File: src/rtl/msi_cap_pkg.sv
`timescale 1ns/1ps
package msi_cap_pkg;

  typedef struct packed {
    logic       ext_en;
    logic [2:0] mme;
    logic       en;
  } msi_ctrl_t;

  localparam logic [7:0] MSI_CAP_ID = 8'h05;

  function automatic logic [2:0] clamp_mme(input logic [2:0] req, input logic [2:0] cap);
    return (req > cap) ? cap : req;
  endfunction

  function automatic logic [7:0] msi_len(input bit wide, input bit pvm);
    return 8'd12 + (wide ? 8'd4 : 8'd0) + (pvm ? 8'd8 : 8'd0);
  endfunction

endpackage

File: src/rtl/msi_ctrl_reg.sv
`timescale 1ns/1ps
module msi_ctrl_reg
  import msi_cap_pkg::*;
#(
  parameter int unsigned MMC_CAP = 5,
  parameter bit          EXT_CAP = 1'b1
) (
  input  logic      clk,
  input  logic      rst_n,
  input  logic      ctrl_we,
  input  msi_ctrl_t ctrl_wr,
  output msi_ctrl_t ctrl_q
);

  localparam logic [2:0] MMC = 3'(MMC_CAP);

  msi_ctrl_t ctrl_d;

  always_comb begin
    ctrl_d = ctrl_q;
    if (!ctrl_q.en || !ctrl_wr.en) begin
      ctrl_d.mme = clamp_mme(ctrl_wr.mme, MMC);
    end
    ctrl_d.ext_en = EXT_CAP && ctrl_wr.ext_en;
    ctrl_d.en     = ctrl_wr.en;
  end

  always_ff @(posedge clk or negedge rst_n) begin
    if (!rst_n) begin
      ctrl_q <= '0;
    end else if (ctrl_we) begin
      ctrl_q <= ctrl_d;
    end
  end

  AST_MME_FROZEN_WHILE_ON: assert property (@(posedge clk) disable iff (!rst_n)
    (ctrl_we && ctrl_q.en && ctrl_wr.en) |=> $stable(ctrl_q.mme));

  AST_MME_WITHIN_CAP: assert property (@(posedge clk) disable iff (!rst_n)
    ctrl_we |=> (ctrl_q.mme <= MMC));

endmodule

File: src/rtl/msi_msg_regs.sv
`timescale 1ns/1ps
module msi_msg_regs
  import msi_cap_pkg::*;
#(
  parameter bit ADDR64   = 1'b1,
  parameter bit MASK_CAP = 1'b1,
  parameter bit EXT_CAP  = 1'b1
) (
  input  logic        clk,
  input  logic        rst_n,
  input  logic        wr_en,
  input  logic [4:0]  wr_offset,
  input  logic        wr_wide,
  input  logic [31:0] wr_data,
  output logic        ctrl_we,
  output msi_ctrl_t   ctrl_wr,
  output logic [31:0] addr_lo,
  output logic [31:0] addr_hi,
  output logic [31:0] msg_data,
  output logic [31:0] vec_mask
);

  localparam logic [4:0]  OFS_LO    = 5'h04;
  localparam logic [4:0]  OFS_HI    = 5'h08;
  localparam logic [4:0]  OFS_DATA  = ADDR64 ? 5'h0C : 5'h08;
  localparam logic [4:0]  OFS_MASK  = ADDR64 ? 5'h10 : 5'h0C;
  localparam logic [31:0] WIDE_KEEP = EXT_CAP ? 32'hFFFF_FFFF : 32'h0000_FFFF;

  logic        hit_lo, hit_hi, hit_data, hit_mask, wr_hit;
  logic [31:0] data_keep, data_d;

  always_comb begin
    ctrl_we  = wr_en && (((wr_offset == 5'h02) && !wr_wide) ||
                         ((wr_offset == 5'h00) && wr_wide));
    hit_lo   = wr_en && wr_wide && (wr_offset == OFS_LO);
    hit_hi   = wr_en && wr_wide && ADDR64 && (wr_offset == OFS_HI);
    hit_data = wr_en && (wr_offset == OFS_DATA);
    hit_mask = wr_en && wr_wide && MASK_CAP && (wr_offset == OFS_MASK);
    wr_hit   = ctrl_we || hit_lo || hit_hi || hit_data || hit_mask;

    ctrl_wr.en     = wr_wide ? wr_data[16] : wr_data[0];
    ctrl_wr.mme    = wr_wide ? wr_data[22:20] : wr_data[6:4];
    ctrl_wr.ext_en = wr_wide ? wr_data[26] : wr_data[10];

    data_keep = wr_wide ? WIDE_KEEP : 32'h0000_FFFF;
    data_d    = (msg_data & ~data_keep) | (wr_data & data_keep);
  end

  always_ff @(posedge clk or negedge rst_n) begin
    if (!rst_n) begin
      addr_lo <= '0;
    end else if (hit_lo) begin
      addr_lo <= wr_data;
    end
  end

  always_ff @(posedge clk or negedge rst_n) begin
    if (!rst_n) begin
      addr_hi <= '0;
    end else if (hit_hi) begin
      addr_hi <= wr_data;
    end
  end

  always_ff @(posedge clk or negedge rst_n) begin
    if (!rst_n) begin
      msg_data <= '0;
    end else if (hit_data) begin
      msg_data <= data_d;
    end
  end

  always_ff @(posedge clk or negedge rst_n) begin
    if (!rst_n) begin
      vec_mask <= '0;
    end else if (hit_mask) begin
      vec_mask <= wr_data;
    end
  end

  AST_HALF_WRITE_KEEPS_HIGH: assert property (@(posedge clk) disable iff (!rst_n)
    (wr_en && !wr_wide) |=> $stable(msg_data[31:16]));

  AST_IGNORED_WRITE_NO_EFFECT: assert property (@(posedge clk) disable iff (!rst_n)
    (wr_en && !wr_hit) |=> ($stable(addr_lo) && $stable(addr_hi) &&
                            $stable(msg_data) && $stable(vec_mask)));

endmodule

File: src/rtl/msi_vec_gen.sv
`timescale 1ns/1ps
module msi_vec_gen
  import msi_cap_pkg::*;
#(
  parameter int unsigned NUM_VEC = 32
) (
  input  logic                    clk,
  input  logic                    rst_n,
  input  msi_ctrl_t               ctrl,
  input  logic [63:0]             msg_addr,
  input  logic [31:0]             msg_data,
  input  logic [NUM_VEC-1:0]      vec_mask,
  output logic [NUM_VEC-1:0]      vec_active,
  output logic [63:0]             vec_addr,
  output logic [NUM_VEC*32-1:0]   vec_data
);

  logic [31:0]           msg_eff;
  logic [7:0]            vec_lim;
  logic [NUM_VEC-1:0]    act_d;
  logic [NUM_VEC*32-1:0] dat_d;

  always_comb begin
    msg_eff = ctrl.ext_en ? msg_data : {16'h0000, msg_data[15:0]};
    vec_lim = 8'd1 << ctrl.mme;
  end

  for (genvar i = 0; i < NUM_VEC; i++) begin : g_vec
    always_comb begin
      act_d[i]          = ctrl.en && (8'(i) < vec_lim) && !vec_mask[i];
      dat_d[i*32 +: 32] = msg_eff | 32'(i);
    end
  end

  always_ff @(posedge clk or negedge rst_n) begin
    if (!rst_n) begin
      vec_active <= '0;
      vec_addr   <= '0;
      vec_data   <= '0;
    end else begin
      vec_active <= act_d;
      vec_addr   <= msg_addr;
      vec_data   <= dat_d;
    end
  end

  AST_OFF_ALL_MASKED: assert property (@(posedge clk) disable iff (!rst_n)
    !ctrl.en |=> (vec_active == '0));

  AST_MASKED_NEVER_ACTIVE: assert property (@(posedge clk) disable iff (!rst_n)
    (vec_active & $past(vec_mask)) == '0);

endmodule

File: src/rtl/msi_cap_regs.sv
`timescale 1ns/1ps
module msi_cap_regs
  import msi_cap_pkg::*;
#(
  parameter int unsigned MMC_CAP  = 5,
  parameter bit          ADDR64   = 1'b1,
  parameter bit          MASK_CAP = 1'b1,
  parameter bit          EXT_CAP  = 1'b1,
  localparam int unsigned NUM_VEC = 1 << MMC_CAP
) (
  input  logic                  clk,
  input  logic                  rst_n,
  input  logic                  wr_en,
  input  logic [4:0]            wr_offset,
  input  logic                  wr_wide,
  input  logic [31:0]           wr_data,
  input  logic [2:0]            rd_index,
  output logic [31:0]           rd_data,
  input  logic [7:0]            next_ptr,
  output logic [7:0]            cap_len,
  output logic [NUM_VEC-1:0]    vec_active,
  output logic [63:0]           vec_addr,
  output logic [NUM_VEC*32-1:0] vec_data
);

  localparam logic [7:0] LEN = msi_len(ADDR64, MASK_CAP);

  msi_ctrl_t   ctrl_q, ctrl_wr;
  logic        ctrl_we;
  logic [31:0] addr_lo, addr_hi, msg_data, vec_mask;
  logic [63:0] msg_addr;
  logic [15:0] ctrl16;

  msi_msg_regs #(
    .ADDR64  (ADDR64),
    .MASK_CAP(MASK_CAP),
    .EXT_CAP (EXT_CAP)
  ) u_msg (
    .clk      (clk),
    .rst_n    (rst_n),
    .wr_en    (wr_en),
    .wr_offset(wr_offset),
    .wr_wide  (wr_wide),
    .wr_data  (wr_data),
    .ctrl_we  (ctrl_we),
    .ctrl_wr  (ctrl_wr),
    .addr_lo  (addr_lo),
    .addr_hi  (addr_hi),
    .msg_data (msg_data),
    .vec_mask (vec_mask)
  );

  msi_ctrl_reg #(
    .MMC_CAP(MMC_CAP),
    .EXT_CAP(EXT_CAP)
  ) u_ctrl (
    .clk    (clk),
    .rst_n  (rst_n),
    .ctrl_we(ctrl_we),
    .ctrl_wr(ctrl_wr),
    .ctrl_q (ctrl_q)
  );

  always_comb begin
    msg_addr = ADDR64 ? {addr_hi, addr_lo} : {32'h0000_0000, addr_lo};
    ctrl16   = {5'b00000, ctrl_q.ext_en, EXT_CAP, MASK_CAP, ADDR64,
                ctrl_q.mme, 3'(MMC_CAP), ctrl_q.en};
    cap_len  = LEN;
    case (rd_index)
      3'd0:    rd_data = {ctrl16, next_ptr, MSI_CAP_ID};
      3'd1:    rd_data = addr_lo;
      3'd2:    rd_data = ADDR64 ? addr_hi : msg_data;
      3'd3:    rd_data = ADDR64 ? msg_data : (MASK_CAP ? vec_mask : 32'h0);
      3'd4:    rd_data = (ADDR64 && MASK_CAP) ? vec_mask : 32'h0;
      default: rd_data = 32'h0;
    endcase
  end

  msi_vec_gen #(
    .NUM_VEC(NUM_VEC)
  ) u_vec (
    .clk       (clk),
    .rst_n     (rst_n),
    .ctrl      (ctrl_q),
    .msg_addr  (msg_addr),
    .msg_data  (msg_data),
    .vec_mask  (vec_mask[NUM_VEC-1:0]),
    .vec_active(vec_active),
    .vec_addr  (vec_addr),
    .vec_data  (vec_data)
  );

endmodule

File: config.mk
export PLATFORM = sky130hd
export DESIGN_NAME = msi_cap_regs
export DESIGN_NICKNAME = d
export VERILOG_FILES = /design/src/rtl/msi_cap_pkg.sv /design/src/rtl/msi_ctrl_reg.sv /design/src/rtl/msi_msg_regs.sv /design/src/rtl/msi_vec_gen.sv /design/src/rtl/msi_cap_regs.sv
export SDC_FILE = /design/constraint.sdc
export NUM_CORES = 1
export LEC_CHECK = 0
export ABC_CLOCK_PERIOD_IN_PS = 4200
export BUFFER_PORTS_ARGS = -buffer_cell sky130_fd_sc_hd__buf_4
export CORE_AREA = 5 5 475 477
export CTS_BUF_LIST = sky130_fd_sc_hd__clkbuf_8
export CTS_CLUSTER_DIAMETER = 150
export DETAILED_ROUTE_END_ITERATION = 10
export DIE_AREA = 0 0 480 482
export PLACE_DENSITY = 0.3
export SKIP_CTS_REPAIR_TIMING = 1
export SLEW_MARGIN = 25
export SYNTH_ARGS = -nofsm -noshare
export SYNTH_HDL_FRONTEND = slang
export SYNTH_SLANG_ARGS = --single-unit
File: constraint.sdc
create_clock -name clk -period 4.2 [get_ports clk]
set_input_delay 0.84 -clock clk [delete_from_list [all_inputs] [get_ports clk]]
set_output_delay 0.84 -clock clk [all_outputs]
set_load 0.005 [all_outputs]
==> run_results.csv <==
group,metric,value,unit
die,core_area,0.221,mm²
sta,relSlewSlack,0.402,
worst_hold_path,hold_class,"reg2reg",
die,die_h,482,µm
synthesis,yosysSeqAreaShare,0.382,
critical_path,cp_num_buf_inv,4,
clock_network,htree_levels,2,
critical_path,cpPeakStageDelay,0.49,ns
die,rows,173,
sta,worstMarginPinSlew,0.898,ns
pwr,p_int,6540,µW
synthesis,synthDistinctLibCells,37,
critical_path,required,3.36,ns
critical_path,r2r_slack,2.33,ns
die,dieWidth,480,µm
critical_path,cp_top_family,"buffers and inverters",
drt,drc,0,
critical_path,cp_max_fo,23,
global_routing,busiest_layer,"met2",
synthesis,synth_most_common_cell,"buf_4",
global_routing,grt_usage,0.0652,
clock_network,cts_buffers,55,
critical_path,critPathSlowestCell,"clkinv_1",
worst_hold_path,holdPathStages,0,
pwr,switching_share,0.325,
pwr,clock_power_share,0.330,
layout,drive_above_1_share,0.761,
die,io-pin-count,1212,
global_routing,grt_pass1_wl,103000,µm
global_routing,grt_max_degree,75,
sta,period_needed,3.48,ns
critical_path,arrival,2.64,ns
drt,vias,11068,
placed_design,gp_congestion,0.639,
synthesis,yosysWarnings,0,
global_routing,use_met2,0.125,
global_routing,gr-total-overflow,0,
pwr,netSwitchingPower,3150,µW
critical_path,path_cells,"buf_4, clkinv_1, buf_4, a21oi_1, o22ai_1, buf_4",
synthesis,synth_common_cells,"buf_4 (999), dfrtp_1 (262), mux2_2 (136)",
pwr,p_leak,0.0120,µW
clock_network,cts_sinks,262,
sta,setup_violations,0,
synthesis,synth-main-ff-cell,"dfrtp_1",
critical_path,critPathKind,"in2out",
worst_hold_path,hold_start,"u_msg.addr_lo[23]",
clock_network,root_buffer,"clkbuf_8",
flow_run,maxCapViolations,0,
layout,syn2layout_area_growth,39.6,%
pwr,p_seq_frac,0.346,
drt,routedWlPerCell,16.7,µm
drt,ant_nets,0,
drt,via_per_inst,2.24,
synthesis,syn_inst,1644,
synthesis,ys_async_sr_fraction,1.00,
global_routing,antenna_found_initial,15,
placed_design,port_buffers,1203,
synthesis,yosys.area.top_type,"buf_4",
global_routing,grt_pass1_vias,11016,
sta,hold_viol,0,
synthesis,synth_area,0.0172,mm²
layout,final_nets,1966,
synthesis,synth_edf_count,0,
critical_path,r2r-start,"u_ctrl.ctrl_q[0]",
pwr,powerDensity,405,mW/mm²
clock_network,path_clk_slew,0.07,ns
critical_path,worstSetupEndpointType,"output pin",
pwr,ir_drop,0.216,mV
sta,grt_setup_unrepaired,"no",
sta,finalMaxSlewViolations,0,
pwr,p_comb_frac,0.324,
critical_path,reg2regPathDepth,2,
synthesis,synth_area_leaders,"buf_4 (44%), dfrtp_1 (38%), mux2_2 (8.9%)",
drt,drt_wl_total,82500,µm
clock_network,cts_tree,"done",
sta,max_freq,0.288,GHz
synthesis,syn_avg_cell_area,10.4,µm²
worst_hold_path,min_to,"u_vec.vec_addr[23]",
sta,min_period_over_period,0.828,
clock_network,clk_latency,0.70,ns
clock_network,clockBufferDepth,3,
drt,first_iter_violations,423,
placed_design,hpwl,64800,µm
global_routing,use_met3,0.0190,
sta,finClkSkew,0.0336,ns
synthesis,ys_ff_latch,262,
critical_path,crit_top_cell,"buf_4",
critical_path,cp-start-kind,"input port",
die,dieArea,0.231,mm²
critical_path,reg2reg_to,"u_vec.vec_active[8]",
synthesis,synth_top_area_share,0.437,
layout,fin_util,0.108,
global_routing,grtUsageMet1,0.0696,
sta,setup_tns,0,ns
die,start_util,0.0777,
status,status,"finished clean",
drt,first_pass_iters,6,
worst register-to-register path: stages (launching register included):
cell and delay [ns]:
dfrtp_1 0.80, nand2_1 0.65, nor2_1 0.31
per-layer routing:
layer  share of wire  up-vias
met3           0.087       94
met5         0.00015        -
met4           0.018        2
met2            0.54      764
li1                -     4868
met1            0.35     5340
metrics by stage:
step,hold slack (ns),cells,total power [µW],instance area [µm²],setup slack [ns]
after floorplan,0.362,1651,5450,17200,1.47
after global placement,0.392,4831,6770,22700,0.665
after detailed placement,0.388,4831,6720,22700,0.697
after CTS,-0.0728,4932,10100,23900,0.696
after global routing,0.314,4934,10400,23900,0.659
final,0.373,4940,9700,24000,0.722
cells by family (layout without fill, tap and decap cells):
family                    count (synthesis)  count (layout)  share of synthesized area
AOI/OAI and AO/OA                        88              88                     0.0356
xor gates and xnor gates                  1               1                   0.000510
buffers and inverters                  1039            1346                      0.447
DFF                                     262             262                      0.382
muxes                                   165             165                      0.107
other                                     2              16                   0.000437
and+or+nand+nor                          87              87                     0.0273
flip-flops by register name (all words and copies together) (netlist names), named ones only:
signal            flops
u_msg.vec_mask       32
u_msg.msg_data       16
u_vec.vec_active     32
u_vec.vec_data       33
u_msg.addr_lo        32
u_ctrl.ctrl_q         5
u_msg.addr_hi        32
u_vec.vec_addr       64
power groups by stage:
stage	Clock [µW]	Combinational, µW	Sequential, µW
after floorplan	0	2160	3290
after global placement	0	3340	3430
after detailed placement	0	3290	3430
after CTS	3410	3290	3390
after global routing	3490	3430	3440
final	3200	3150	3350
cell type report:
class | instances | area, µm²
diodes | 7 | 17.5
clock buffers | 70 | 963
clock inverters | 31 | 303
fillers | 25323 | 197000
inverters | 3 | 11.3
multi-input cells | 350 | 3000
flip-flops and latches | 262 | 6570
well taps | 2975 | 3720
repair buffers | 1242 | 9370
worst max-delay path by stage:
stage | from | end | slack (ns) | cells after the start
after global routing | rd_index[0] | rd_data[17] | 0.66 | 6
final | rd_index[0] | rd_data[19] | 0.72 | 6
after CTS | rd_index[0] | rd_data[25] | 0.70 | 6
after floorplan | rd_index[0] | rd_data[11] | 1.47 | 6
after detailed placement | rd_index[0] | rd_data[25] | 0.70 | 6
after global placement | rd_index[0] | rd_data[25] | 0.66 | 6
cell usage in the layout (no fill, tap or decap), types with 2 or more instances in the layout:
master	n
a21oi_1	12
buf_12	3
and3_1	3
diode_2	7
nor3_1	2
o22ai_1	32
nand2_1	4
mux2_1	12
nand2b_1	7
dfrtp_1	251
clkinv_4	3
mux2_2	136
clkbuf_8	70
nor3b_1	3
and2_1	16
bufinv_16	5
clkinv_2	12
inv_1	11
conb_1	9
a22oi_1	36
dfrtp_2	11
nor2_1	31
nor2b_1	9
buf_4	1237
nor2b_4	2
mux2i_1	17
clkinv_8	2
Power figures use the tool's default switching activity.
